File: src/rtl/extint_pkg.sv
package extint_pkg;

    localparam int EXT_N   = 8;
    localparam int GROUPS  = 2;

    typedef enum logic [1:0] {
        SENSE_LOW  = 2'b00,
        SENSE_ANY  = 2'b01,
        SENSE_FALL = 2'b10,
        SENSE_RISE = 2'b11
    } sense_e;

    typedef enum logic [2:0] {
        A_EXT_MASK = 3'd0,
        A_EXT_FLAG = 3'd1,
        A_SENSE_LO = 3'd2,
        A_SENSE_HI = 3'd3,
        A_PC_CTRL  = 3'd4,
        A_PC_FLAG  = 3'd5,
        A_PC_MASK0 = 3'd6,
        A_PC_MASK1 = 3'd7
    } reg_addr_e;

    // Edge-class trigger for one synchronised pin.
    function automatic logic edge_hit(sense_e s, logic cur, logic prev);
        unique case (s)
            SENSE_ANY:  edge_hit = cur ^ prev;
            SENSE_FALL: edge_hit = prev & ~cur;
            SENSE_RISE: edge_hit = cur & ~prev;
            default:    edge_hit = 1'b0;
        endcase
    endfunction

endpackage

File: src/rtl/pin_sync.sv
module pin_sync #(
    parameter int W = 8
) (
    input  logic         clk,
    input  logic         rst,
    input  logic [W-1:0] pin,
    output logic [W-1:0] cur,
    output logic [W-1:0] prev
);
    logic [W-1:0] meta_q, sync_q, hist_q;

    always_ff @(posedge clk) begin
        if (rst) begin
            meta_q <= '0;
            sync_q <= '0;
            hist_q <= '0;
        end else begin
            meta_q <= pin;
            sync_q <= meta_q;
            hist_q <= sync_q;
        end
    end

    assign cur  = sync_q;
    assign prev = hist_q;
endmodule

File: src/rtl/ext_channel.sv
module ext_channel
    import extint_pkg::*;
(
    input  logic   clk,
    input  logic   rst,
    input  logic   cur,
    input  logic   prev,
    input  sense_e sense,
    input  logic   enable,
    input  logic   gie,
    input  logic   ack,
    input  logic   wclr,
    output logic   flag,
    output logic   irq
);
    logic flag_q;
    logic hit;
    logic level_mode;

    assign level_mode = (sense == SENSE_LOW);
    assign hit        = edge_hit(sense, cur, prev);

    always_ff @(posedge clk) begin
        if (rst || level_mode)
            flag_q <= 1'b0;
        else if (hit)
            flag_q <= 1'b1;
        else if (ack || wclr)
            flag_q <= 1'b0;
    end

    assign flag = flag_q;
    assign irq  = enable & gie & (level_mode ? ~cur : flag_q);

    p_level_flag_zero_r6: assert property (@(posedge clk) disable iff (rst)
        level_mode |=> !flag_q);
    p_trigger_wins_r7: assert property (@(posedge clk) disable iff (rst)
        (hit && !level_mode) |=> flag_q);
    p_ack_clears_r5: assert property (@(posedge clk) disable iff (rst)
        (ack && !hit) |=> !flag_q);
endmodule

File: src/rtl/pcint_group.sv
module pcint_group #(
    parameter int N = 8
) (
    input  logic         clk,
    input  logic         rst,
    input  logic [N-1:0] cur,
    input  logic [N-1:0] prev,
    input  logic [N-1:0] mask,
    input  logic         enable,
    input  logic         gie,
    input  logic         ack,
    input  logic         wclr,
    output logic         flag,
    output logic         irq
);
    logic flag_q;
    logic hit;

    assign hit = |((cur ^ prev) & mask);

    always_ff @(posedge clk) begin
        if (rst)
            flag_q <= 1'b0;
        else if (hit)
            flag_q <= 1'b1;
        else if (ack || wclr)
            flag_q <= 1'b0;
    end

    assign flag = flag_q;
    assign irq  = flag_q & enable & gie;

    p_group_set_r9: assert property (@(posedge clk) disable iff (rst)
        hit |=> flag_q);
    p_group_clear_r10: assert property (@(posedge clk) disable iff (rst)
        ((ack || wclr) && !hit) |=> !flag_q);
endmodule

File: src/rtl/extint_ctrl.sv
module extint_ctrl
    import extint_pkg::*;
#(
    parameter int PC0_N = 8,
    parameter int PC1_N = 5
) (
    input  logic                   clk,
    input  logic                   rst,
    input  logic [2:0]             reg_addr,
    input  logic                   reg_wr,
    input  logic [7:0]             reg_wdata,
    output logic [7:0]             reg_rdata,
    input  logic [EXT_N-1:0]       ext_pin,
    input  logic [PC0_N+PC1_N-1:0] pc_pin,
    input  logic                   gie,
    input  logic [EXT_N-1:0]       ext_ack,
    input  logic [GROUPS-1:0]      pc_ack,
    output logic [EXT_N-1:0]       ext_irq,
    output logic [GROUPS-1:0]      pc_irq
);
    localparam int PC_W     = PC0_N + PC1_N;
    localparam int SENSE_W  = 2 * EXT_N;

    reg_addr_e            addr;
    logic [EXT_N-1:0]     mask_q;
    logic [SENSE_W-1:0]   sense_q;
    logic [GROUPS-1:0]    pc_en_q;
    logic [PC0_N-1:0]     pc_mask0_q;
    logic [PC1_N-1:0]     pc_mask1_q;

    logic [EXT_N-1:0]     ext_cur, ext_prev, ext_flag;
    logic [PC_W-1:0]      pc_cur, pc_prev;
    logic [GROUPS-1:0]    pc_flag;
    logic                 wr_ext_flag, wr_pc_flag;

    assign addr        = reg_addr_e'(reg_addr);
    assign wr_ext_flag = reg_wr && (addr == A_EXT_FLAG);
    assign wr_pc_flag  = reg_wr && (addr == A_PC_FLAG);

    always_ff @(posedge clk) begin
        if (rst) begin
            mask_q     <= '0;
            sense_q    <= '0;
            pc_en_q    <= '0;
            pc_mask0_q <= '0;
            pc_mask1_q <= '0;
        end else if (reg_wr) begin
            unique case (addr)
                A_EXT_MASK: mask_q        <= reg_wdata[EXT_N-1:0];
                A_SENSE_LO: sense_q[7:0]  <= reg_wdata;
                A_SENSE_HI: sense_q[15:8] <= reg_wdata;
                A_PC_CTRL:  pc_en_q       <= reg_wdata[GROUPS-1:0];
                A_PC_MASK0: pc_mask0_q    <= reg_wdata[PC0_N-1:0];
                A_PC_MASK1: pc_mask1_q    <= reg_wdata[PC1_N-1:0];
                default: ;
            endcase
        end
    end

    always_comb begin
        reg_rdata = '0;
        unique case (addr)
            A_EXT_MASK: reg_rdata[EXT_N-1:0]  = mask_q;
            A_EXT_FLAG: reg_rdata[EXT_N-1:0]  = ext_flag;
            A_SENSE_LO: reg_rdata             = sense_q[7:0];
            A_SENSE_HI: reg_rdata             = sense_q[15:8];
            A_PC_CTRL:  reg_rdata[GROUPS-1:0] = pc_en_q;
            A_PC_FLAG:  reg_rdata[GROUPS-1:0] = pc_flag;
            A_PC_MASK0: reg_rdata[PC0_N-1:0]  = pc_mask0_q;
            A_PC_MASK1: reg_rdata[PC1_N-1:0]  = pc_mask1_q;
            default: ;
        endcase
    end

    pin_sync #(.W(EXT_N)) u_ext_sync (
        .clk(clk), .rst(rst), .pin(ext_pin), .cur(ext_cur), .prev(ext_prev)
    );

    pin_sync #(.W(PC_W)) u_pc_sync (
        .clk(clk), .rst(rst), .pin(pc_pin), .cur(pc_cur), .prev(pc_prev)
    );

    for (genvar i = 0; i < EXT_N; i++) begin : g_ext
        ext_channel u_ch (
            .clk   (clk),
            .rst   (rst),
            .cur   (ext_cur[i]),
            .prev  (ext_prev[i]),
            .sense (sense_e'(sense_q[2*i +: 2])),
            .enable(mask_q[i]),
            .gie   (gie),
            .ack   (ext_ack[i]),
            .wclr  (wr_ext_flag && reg_wdata[i]),
            .flag  (ext_flag[i]),
            .irq   (ext_irq[i])
        );
    end

    pcint_group #(.N(PC0_N)) u_grp0 (
        .clk(clk), .rst(rst),
        .cur(pc_cur[PC0_N-1:0]), .prev(pc_prev[PC0_N-1:0]),
        .mask(pc_mask0_q), .enable(pc_en_q[0]), .gie(gie),
        .ack(pc_ack[0]), .wclr(wr_pc_flag && reg_wdata[0]),
        .flag(pc_flag[0]), .irq(pc_irq[0])
    );

    pcint_group #(.N(PC1_N)) u_grp1 (
        .clk(clk), .rst(rst),
        .cur(pc_cur[PC_W-1:PC0_N]), .prev(pc_prev[PC_W-1:PC0_N]),
        .mask(pc_mask1_q), .enable(pc_en_q[1]), .gie(gie),
        .ack(pc_ack[1]), .wclr(wr_pc_flag && reg_wdata[1]),
        .flag(pc_flag[1]), .irq(pc_irq[1])
    );

    p_ext_irq_gated_r2: assert property (@(posedge clk) disable iff (rst)
        ((ext_irq & ~mask_q) == '0) && ((ext_irq == '0) || gie));
    p_pc_irq_gated_r10: assert property (@(posedge clk) disable iff (rst)
        ((pc_irq & ~pc_en_q) == '0) && ((pc_irq == '0) || gie));
    p_pc_ctrl_reserved_r8: assert property (@(posedge clk) disable iff (rst)
        (addr == A_PC_CTRL || addr == A_PC_FLAG) |-> (reg_rdata[7:2] == 6'd0));
endmodule

File: config.mk
export PLATFORM = sky130hd
export DESIGN_NAME = extint_ctrl
export DESIGN_NICKNAME = d
export VERILOG_FILES = /design/src/rtl/extint_pkg.sv /design/src/rtl/pin_sync.sv /design/src/rtl/ext_channel.sv /design/src/rtl/pcint_group.sv /design/src/rtl/extint_ctrl.sv
export SDC_FILE = /design/constraint.sdc
export NUM_CORES = 1
export LEC_CHECK = 0
export ABC_AREA = 1
export CAP_MARGIN = 0
export CORE_MARGIN = 2
export CORE_UTILIZATION = 55
export CTS_CLUSTER_DIAMETER = 120
export DETAILED_ROUTE_END_ITERATION = 8
export GPL_TIMING_DRIVEN = 0
export PLACE_DENSITY = 0.8
export REMOVE_ABC_BUFFERS = 1
export SLEW_MARGIN = 40
export SYNTH_ARGS = -nofsm -noshare
export SYNTH_HDL_FRONTEND = slang
export SYNTH_SLANG_ARGS = --single-unit
export TNS_END_PERCENT = 5
File: constraint.sdc
create_clock -name clk -period 1.4 [get_ports clk]
set_clock_uncertainty 0.1 [all_clocks]
set_input_delay 0.28 -clock clk [delete_from_list [all_inputs] [get_ports clk]]
set_output_delay 0.28 -clock clk [all_outputs]
set_load 0.05 [all_outputs]
==> results of run 1 <==
==> state kept, by name, indices dropped and copies added (netlist names) <==
name	cells
sense_q	16
pc_en_q	2
u_pc_sync.cur	13
pc_mask0_q	8
mask_q	8
g_ext.u_ch.flag	8
u_grp0.flag	1
u_pc_sync.prev	13
u_ext_sync.prev	8
u_pc_sync.meta_q	13
u_ext_sync.meta_q	8
u_grp1.flag	1
pc_mask1_q	5
u_ext_sync.cur	8
==> where the power goes <==
part           leakage, uW  total, uW  internal, uW  switching (uW)
Clock             0.000108       2150          1030            1120
Sequential        0.000928       3360          3290            74.4
Combinational      0.00145        667           275             392
==> layout by cell type (no fill, tap or decap), types with 4 or more instances in the layout <==
| cell type | synthesis | layout |
|---|---|---|
| nand2_2 | 4 | 5 |
| clkbuf_8 | 0 | 9 |
| nor2_4 | 1 | 10 |
| nor2_1 | 102 | 91 |
| ha_1 | 16 | 16 |
| inv_1 | 130 | 118 |
| buf_4 | 10 | 14 |
| nand4_1 | 5 | 5 |
| o21ai_0 | 59 | 45 |
| o21ai_1 | 4 | 15 |
| clkdlybuf4s50_1 | 0 | 39 |
| dfxtp_2 | 0 | 11 |
| buf_6 | 3 | 20 |
| a22oi_2 | 0 | 4 |
| nand2_1 | 74 | 72 |
| a21oi_1 | 52 | 49 |
| nand3_1 | 31 | 31 |
| dfxtp_1 | 112 | 92 |
| nor2_2 | 2 | 4 |
| dfxtp_4 | 0 | 9 |
| o221ai_1 | 4 | 4 |
| a211oi_2 | 0 | 7 |
| inv_2 | 5 | 13 |
==> layout make-up <==
type / instances / share of cell area
inverters: 135 / 0.0857
repair buffers: 76 / 0.125
multi-input cells: 383 / 0.350
clock buffers: 9 / 0.0205
flip-flops and latches: 112 / 0.379
well taps: 108 / 0.0224
clock inverters: 7 / 0.0172
==> logic make-up after synthesis <==
logic type,count (synthesis),share of synthesized area
and+or+nand+nor,228,0.198
buffers and inverters,163,0.140
DFF,112,0.464
adders and majority gates,16,0.0415
AOI/OAI and AO/OA,139,0.156
==> what timing repair did <==
action / 4_1_cts / 5_1_grt
gates resized for setup: 221 / 50
pin swaps: 16 / 18
endpoints found under the setup margin: 65 / 51
setup buffers: 10 / 2
==> worst max path at each step <==
| stage | startpoint | endpoint | slack (ns) | cells after the start |
|---|---|---|---|---|
| CTS | sense_q[2]$_SDFFE_PP0P_ | ext_irq[1] | -0.38 | 4 |
| global placement | rst | pc_mask0_q[2]$_SDFFE_PP0P_ | -3.01 | 4 |
| finish | sense_q[15]$_SDFFE_PP0P_ | ext_irq[7] | -0.36 | 4 |
| floorplan | sense_q[10]$_SDFFE_PP0P_ | ext_irq[5] | -0.67 | 3 |
| global route | sense_q[15]$_SDFFE_PP0P_ | ext_irq[7] | -0.42 | 4 |
| detailed placement | reg_addr[0] | reg_rdata[3] | -1.82 | 8 |
==> layer usage <==
layer	up-vias	share of wire	global-route usage
met5	-	0	0
met4	0	0.024	0.110
met3	29	0.062	0.0360
met2	161	0.49	0.415
met1	2072	0.42	0.302
li1	2177	-	-
==> through the flow <==
step	worst slack, ns	hold WS (ns)
6_report	-0.364	0.118
3_5_place_dp	-1.82	0.295
5_1_grt	-0.420	0.132
4_1_cts	-0.383	0.114
3_3_place_gp	-3.01	0.289
2_1_floorplan	-0.669	0.249
==> metrics.md, run 1 <==
| Metric | Value |
|---|---|
| Pwr per Cell Area | 1020 nW/um^2 |
| Failing checks | setup timing |
| CP Capture Type | output pin |
| Layout cells sized above 1 | 0.188 |
| DP Cell Count | 802 |
| Critical Path RT | 1.02 ns |
| Layout area overhead | 25.2% |
| Least-Margin Pin Slew | 0.618 ns |
| Routed wire per std cell | 14.0 um |
| CTS tree | built |
| Fillers | 699 |
| Num Clock Sinks | 112 |
| Clk Latency, worst-skew pair | 0.37 ns |
| Drc violations | 0 |
| Pleak | 0.00249 uW |
| Hold WC Path Type | primary input to flop |
| Placed cell areas | 5440 um^2 |
| Fraction of registers with async set/reset | 0 |
| CP cell instances | nor2_4 > o21ai_1 > a211oi_1 > buf_4 |
| Final hold vios | 0 |
| Min-Delay Path Depth | 2 |
| Finished Cell Area | 6050 um^2 |
| Area of the multi-input gates | 2120 um^2 |
| Mapped Cells | 658 |
| Drt total wl | 11600 um |
| Avg Cell Area, Syn | 7.34 um^2 |
| Setup violations, final | 20 |
| Synth Warn # | 0 |
| Most frequent cell after synthesis | inv_1 |
| Post-route insts no fill | 830 |
| Largest net degree at the start of global routing | 53 |
| First-pass GRT wire length | 18900 um |
| Via count | 4439 |
| Worst Path Buf+Inv | 1 |
| Root buffer cell | clkbuf_8 |
| Post-route ant nets | 0 |
| Die height | 97.7 um |
| Nets@finish | 779 |
| Synth top area share | 0.464 |
| Critical Path Max Stage Delay | 0.37 ns |
| Port bufs | 63 |
| TritonCTS Buffers | 9 |
| Family with the most delay on the worst path | flip-flops |
| Critical R2R Launch | u_ext_sync.prev[3]$_SDFF_PP0_ |
| Effective utilization at floorplan | 0.559 |
| Slew headroom | 0.588 |
| Post-CTS Hold Fix Bufs | 0 |
| Crit-path max FO | 5 |
| Initial drt markers | 295 |
| Vias per cell | 5.35 |
| Setup crit start kind | flop |
| Peak supply drop | 0.492 mV |
| DR pass1 iterations | 5 |
| Total of max-cap violations | 0 |
| Core Area | 8640 um^2 |
| Status | finished, violations left |
| Vias in the first global route | 4167 |
| H-tree depth | 3 |
| Fin. max-slew vios | 0 |
| FF-to-FF setup slack | 0.06 ns |
| Post-synth top area cell | dfxtp_1 |
| RePlAce Congestion | 0.915 |
| Row cnt | 34 |
| Clock Pin Slew Worst Setup and Hold Paths | 0.11 ns |
| Final worst slack | -0.364 ns |
| Crit path arrival time | 1.38 ns |
| Post-synth EDFFs | 0 |
| Reg2Reg Depth | 5 |
| Netlist cell types | 28 |
| Max Clock Freq | 567 MHz |
| RSZ-0062 raised after global routing | yes |
| Reg2reg end | g_ext[3].u_ch.flag$_SDFFE_PP0P_ |
| Register area share after synthesis | 0.464 |
| Final min period | 1.76 ns |
| DIE AREA | 9550 um^2 |
| Fin util | 0.700 |
| HPWL after detailed placement | 7590 um |
| Hold EP | u_ext_sync.meta_q[2]$_SDFF_PP0_ |
| Top_reg_cell synth | dfxtp_1 |
| Area of all sequential standard cells | 2290 um^2 |
| Initial antenna violation count | 0 |
| Critical-path top delay cell | dfxtp_2 |
| Synth top area cells | dfxtp_1 46%, inv_1 10%, nor2_1 7.9% |
| Synthesized cell area | 4830 um^2 |
| Gr ovfl total | 0 |
| Tcrit/Tclk final | 1.26 |
| Die Wd | 97.7 um |
| Critical path type | flop to output pin |
| Clk buf depth | 2 |
| Power Total | 6180 uW |
| Diodes inserted | 0 |
| Worst hold start | rst |
| Seq cells post-synth | 112 |
| GRT Overall Usage | 0.242 |
| Io pins | 64 |
| Setup TNS | -5.45 ns |
| Commonest cells in the synthesized netlist | 130 x inv_1, 112 x dfxtp_1, 102 x nor2_1 |
(Power assumes the default switching activity.)
==> run 2: changes to the inputs <==
--- a/config.mk
+++ b/config.mk
@@ -6,6 +6,7 @@
 export NUM_CORES = 1
 export LEC_CHECK = 0
 export ABC_AREA = 1
+export ABC_CLOCK_PERIOD_IN_PS = 1400
 export CAP_MARGIN = 0
 export CORE_MARGIN = 2
 export CORE_UTILIZATION = 55
==> results of run 2 <==
Final layout, timing and power as in run 1 (identical DEF).
==> run 3: changes to the inputs <==
--- a/config.mk
+++ b/config.mk
@@ -14,7 +14,6 @@
 export DETAILED_ROUTE_END_ITERATION = 8
 export GPL_TIMING_DRIVEN = 0
 export PLACE_DENSITY = 0.8
-export REMOVE_ABC_BUFFERS = 1
 export SLEW_MARGIN = 40
 export SYNTH_ARGS = -nofsm -noshare
 export SYNTH_HDL_FRONTEND = slang
==> metrics.md, run 3 (synthesis results as in run 1) <==
| Metric | Value |
|---|---|
| Max reg flops | 16 |
| Tcrit/Tclk final | 1.29 |
| Setup crit start kind | flop |
| Drt total wl | 13000 um |
| Die height | 97.7 um |
| Pre-CTS WS | -1.70 ns |
| Layout cells sized above 1 | 0.203 |
| Crit path arrival time | 1.43 ns |
| Status | finished, violations left |
| Most frequent cells in the layout | 120 x inv_1, 94 x dfxtp_1, 91 x nor2_1 |
| Fin. max-slew vios | 0 |
| Post-route insts no fill | 862 |
| H-tree depth | 3 |
| DR pass1 iterations | 6 |
| Final min period | 1.81 ns |
| Placed cell areas | 5610 um^2 |
| Net Sw Frac | 0.279 |
| Final worst slack | -0.412 ns |
| CP Capture Type | output pin |
| Pleak | 0.00261 uW |
| GRT Overall Usage | 0.279 |
| Port bufs | 61 |
| Vias in the first global route | 4463 |
| Setup violations, final | 18 |
| Clock Pin Slew Worst Setup and Hold Paths | 0.11 ns |
| Row cnt | 34 |
| Internal Power | 4270 uW |
| Total of max-cap violations | 0 |
| Initial drt markers | 340 |
| Clk buf depth | 2 |
| Largest net degree at the start of global routing | 20 |
| Clk Latency, worst-skew pair | 0.38 ns |
| DP Cell Count | 827 |
| Die Wd | 97.7 um |
| Most common cell after layout, fill and taps aside | inv_1 |
| CTS tree | built |
| Psw | 1650 uW |
| Pwr per Cell Area | 944 nW/um^2 |
| RePlAce Congestion | 0.936 |
| GR Util met1 | 0.354 |
| Least-Margin Pin Slew | 0.786 ns |
| Peak supply drop | 0.459 mV |
| Core Area | 8640 um^2 |
| Critical Path RT | 1.02 ns |
| Failing checks | setup timing |
| Critical path type | flop to output pin |
| Hold WC Path Type | primary input to flop |
| Root buffer cell | clkbuf_8 |
| Worst hold slack | 0.174 ns |
| First-pass GRT wire length | 21300 um |
| Sequential share of power | 0.567 |
| Post-route ant nets | 0 |
| Met3 layer usage reported by global route | 0.0511 |
| Syn nets | 720 |
| Via count | 4622 |
| Final hold vios | 0 |
| TritonCTS Buffers | 9 |
| Io pins | 64 |
| RSZ-0062 raised after global routing | yes |
| DIE AREA | 9550 um^2 |
| HPWL after detailed placement | 8840 um |
| Max Clock Freq | 552 MHz |
| Nets@finish | 811 |
| Layout area overhead | 29.9% |
| Num Clock Sinks | 112 |
| Routed wire per std cell | 15.1 um |
| Gr ovfl total | 0 |
| Slew headroom | 0.476 |
| Comb pwr share | 0.123 |
| Largest Register | sense_q |
| Grt met2 use | 0.458 |
| Initial antenna violation count | 0 |
| Effective utilization at floorplan | 0.559 |
| Global routing's busiest layer | met2 |
| Post-CTS Hold Fix Bufs | 0 |
| Critical-path top delay cell | dfxtp_4 |
| CP cell instances | nor2_4 > o21ai_1 > a211oi_1 > buf_4 > buf_8 |
| Finished Cell Area | 6270 um^2 |
| Clock power frac | 0.310 |
| Diodes inserted | 0 |
| Critical Path Max Stage Delay | 0.38 ns |
| Vias per cell | 5.36 |
| Drc violations | 0 |
| Crit-path max FO | 5 |
## run 3: cell types whose count changed in the layout (fill, tap and decap cells not counted), moves of 3 or more
cell      before  now
clkbuf_1       0   11
buf_4         14   26
dfxtp_4        9   13
dfxtp_2       11    5
buf_2          1    4
inv_2         13   10
inv_6          1    4
buf_6         20   14
buf_8          0   10
## run 3: layout make-up
cell class / instances / area (um^2)
sequential: 112 / 2300
tap: 108 / 135
clock inverter: 6 / 52.6
buffer: 28 / 183
multi-input combinational: 383 / 2110
inverter: 135 / 524
fill: 661 / 2360
clock buffer: 10 / 128
timing repair buffer: 80 / 846
## run 3: path summary, 6_finish.rpt
path | from | endpoint | slack (ns) | cells past startpoint
hold / removal | reg_addr[2] | pc_en_q[0]$_SDFFE_PP0P_ | 0.17 | 3
setup / recovery | sense_q[3]$_SDFFE_PP0P_ | ext_irq[1] | -0.41 | 5
hold reg to reg | u_pc_sync.meta_q[12]$_SDFF_PP0_ | u_pc_sync.cur[12]$_SDFF_PP0_ | 0.31 | 2
setup reg to reg | u_ext_sync.prev[0]$_SDFF_PP0_ | g_ext[0].u_ch.flag$_SDFFE_PP0P_ | 0.05 | 5
## run 3: power by group through the flow
stage	registers (uW)	clock network (uW)	logic [uW]
2_1_floorplan	3420	0	349
3_3_place_gp	3430	0	601
3_5_place_dp	3440	0	621
4_1_cts	3360	1840	695
5_1_grt	3370	1970	796
6_report	3360	1830	729
## run 3: repair_timing
action                                  in CTS  in global routing
pin swaps                                   21                 16
endpoints found under the setup margin      75                 27
gates resized for setup                    233                 29
buffers inserted                            15                  4
## run 3: through the flow
step / total power, uW / util / TNS [ns]
6_report: 5920 / 0.726 / -6.32
5_1_grt: 6140 / 0.726 / -7.15
4_1_cts: 5890 / 0.714 / -6.45
3_5_place_dp: 4060 / 0.650 / -64.49
3_3_place_gp: 4030 / 0.650 / -61.66
2_1_floorplan: 3770 / - / -1.26
## run 3: worst max-delay path, delay by kind of cell, from the launching register on
| family | cells | cell delay [ns] |
|---|---|---|
| AO/OA/AOI/OAI | 2 | 0.28 |
| AND/OR/NAND/NOR | 1 | 0.11 |
| buffers and inverters | 2 | 0.28 |
| flip-flops | 1 | 0.38 |
## run 3: layer usage
metal | wire length, um | vias to the layer above
met5 | 0 | -
met4 | 532 | 0
met3 | 1060 | 55
met2 | 6120 | 226
met1 | 5310 | 2097
li1 | - | 2244
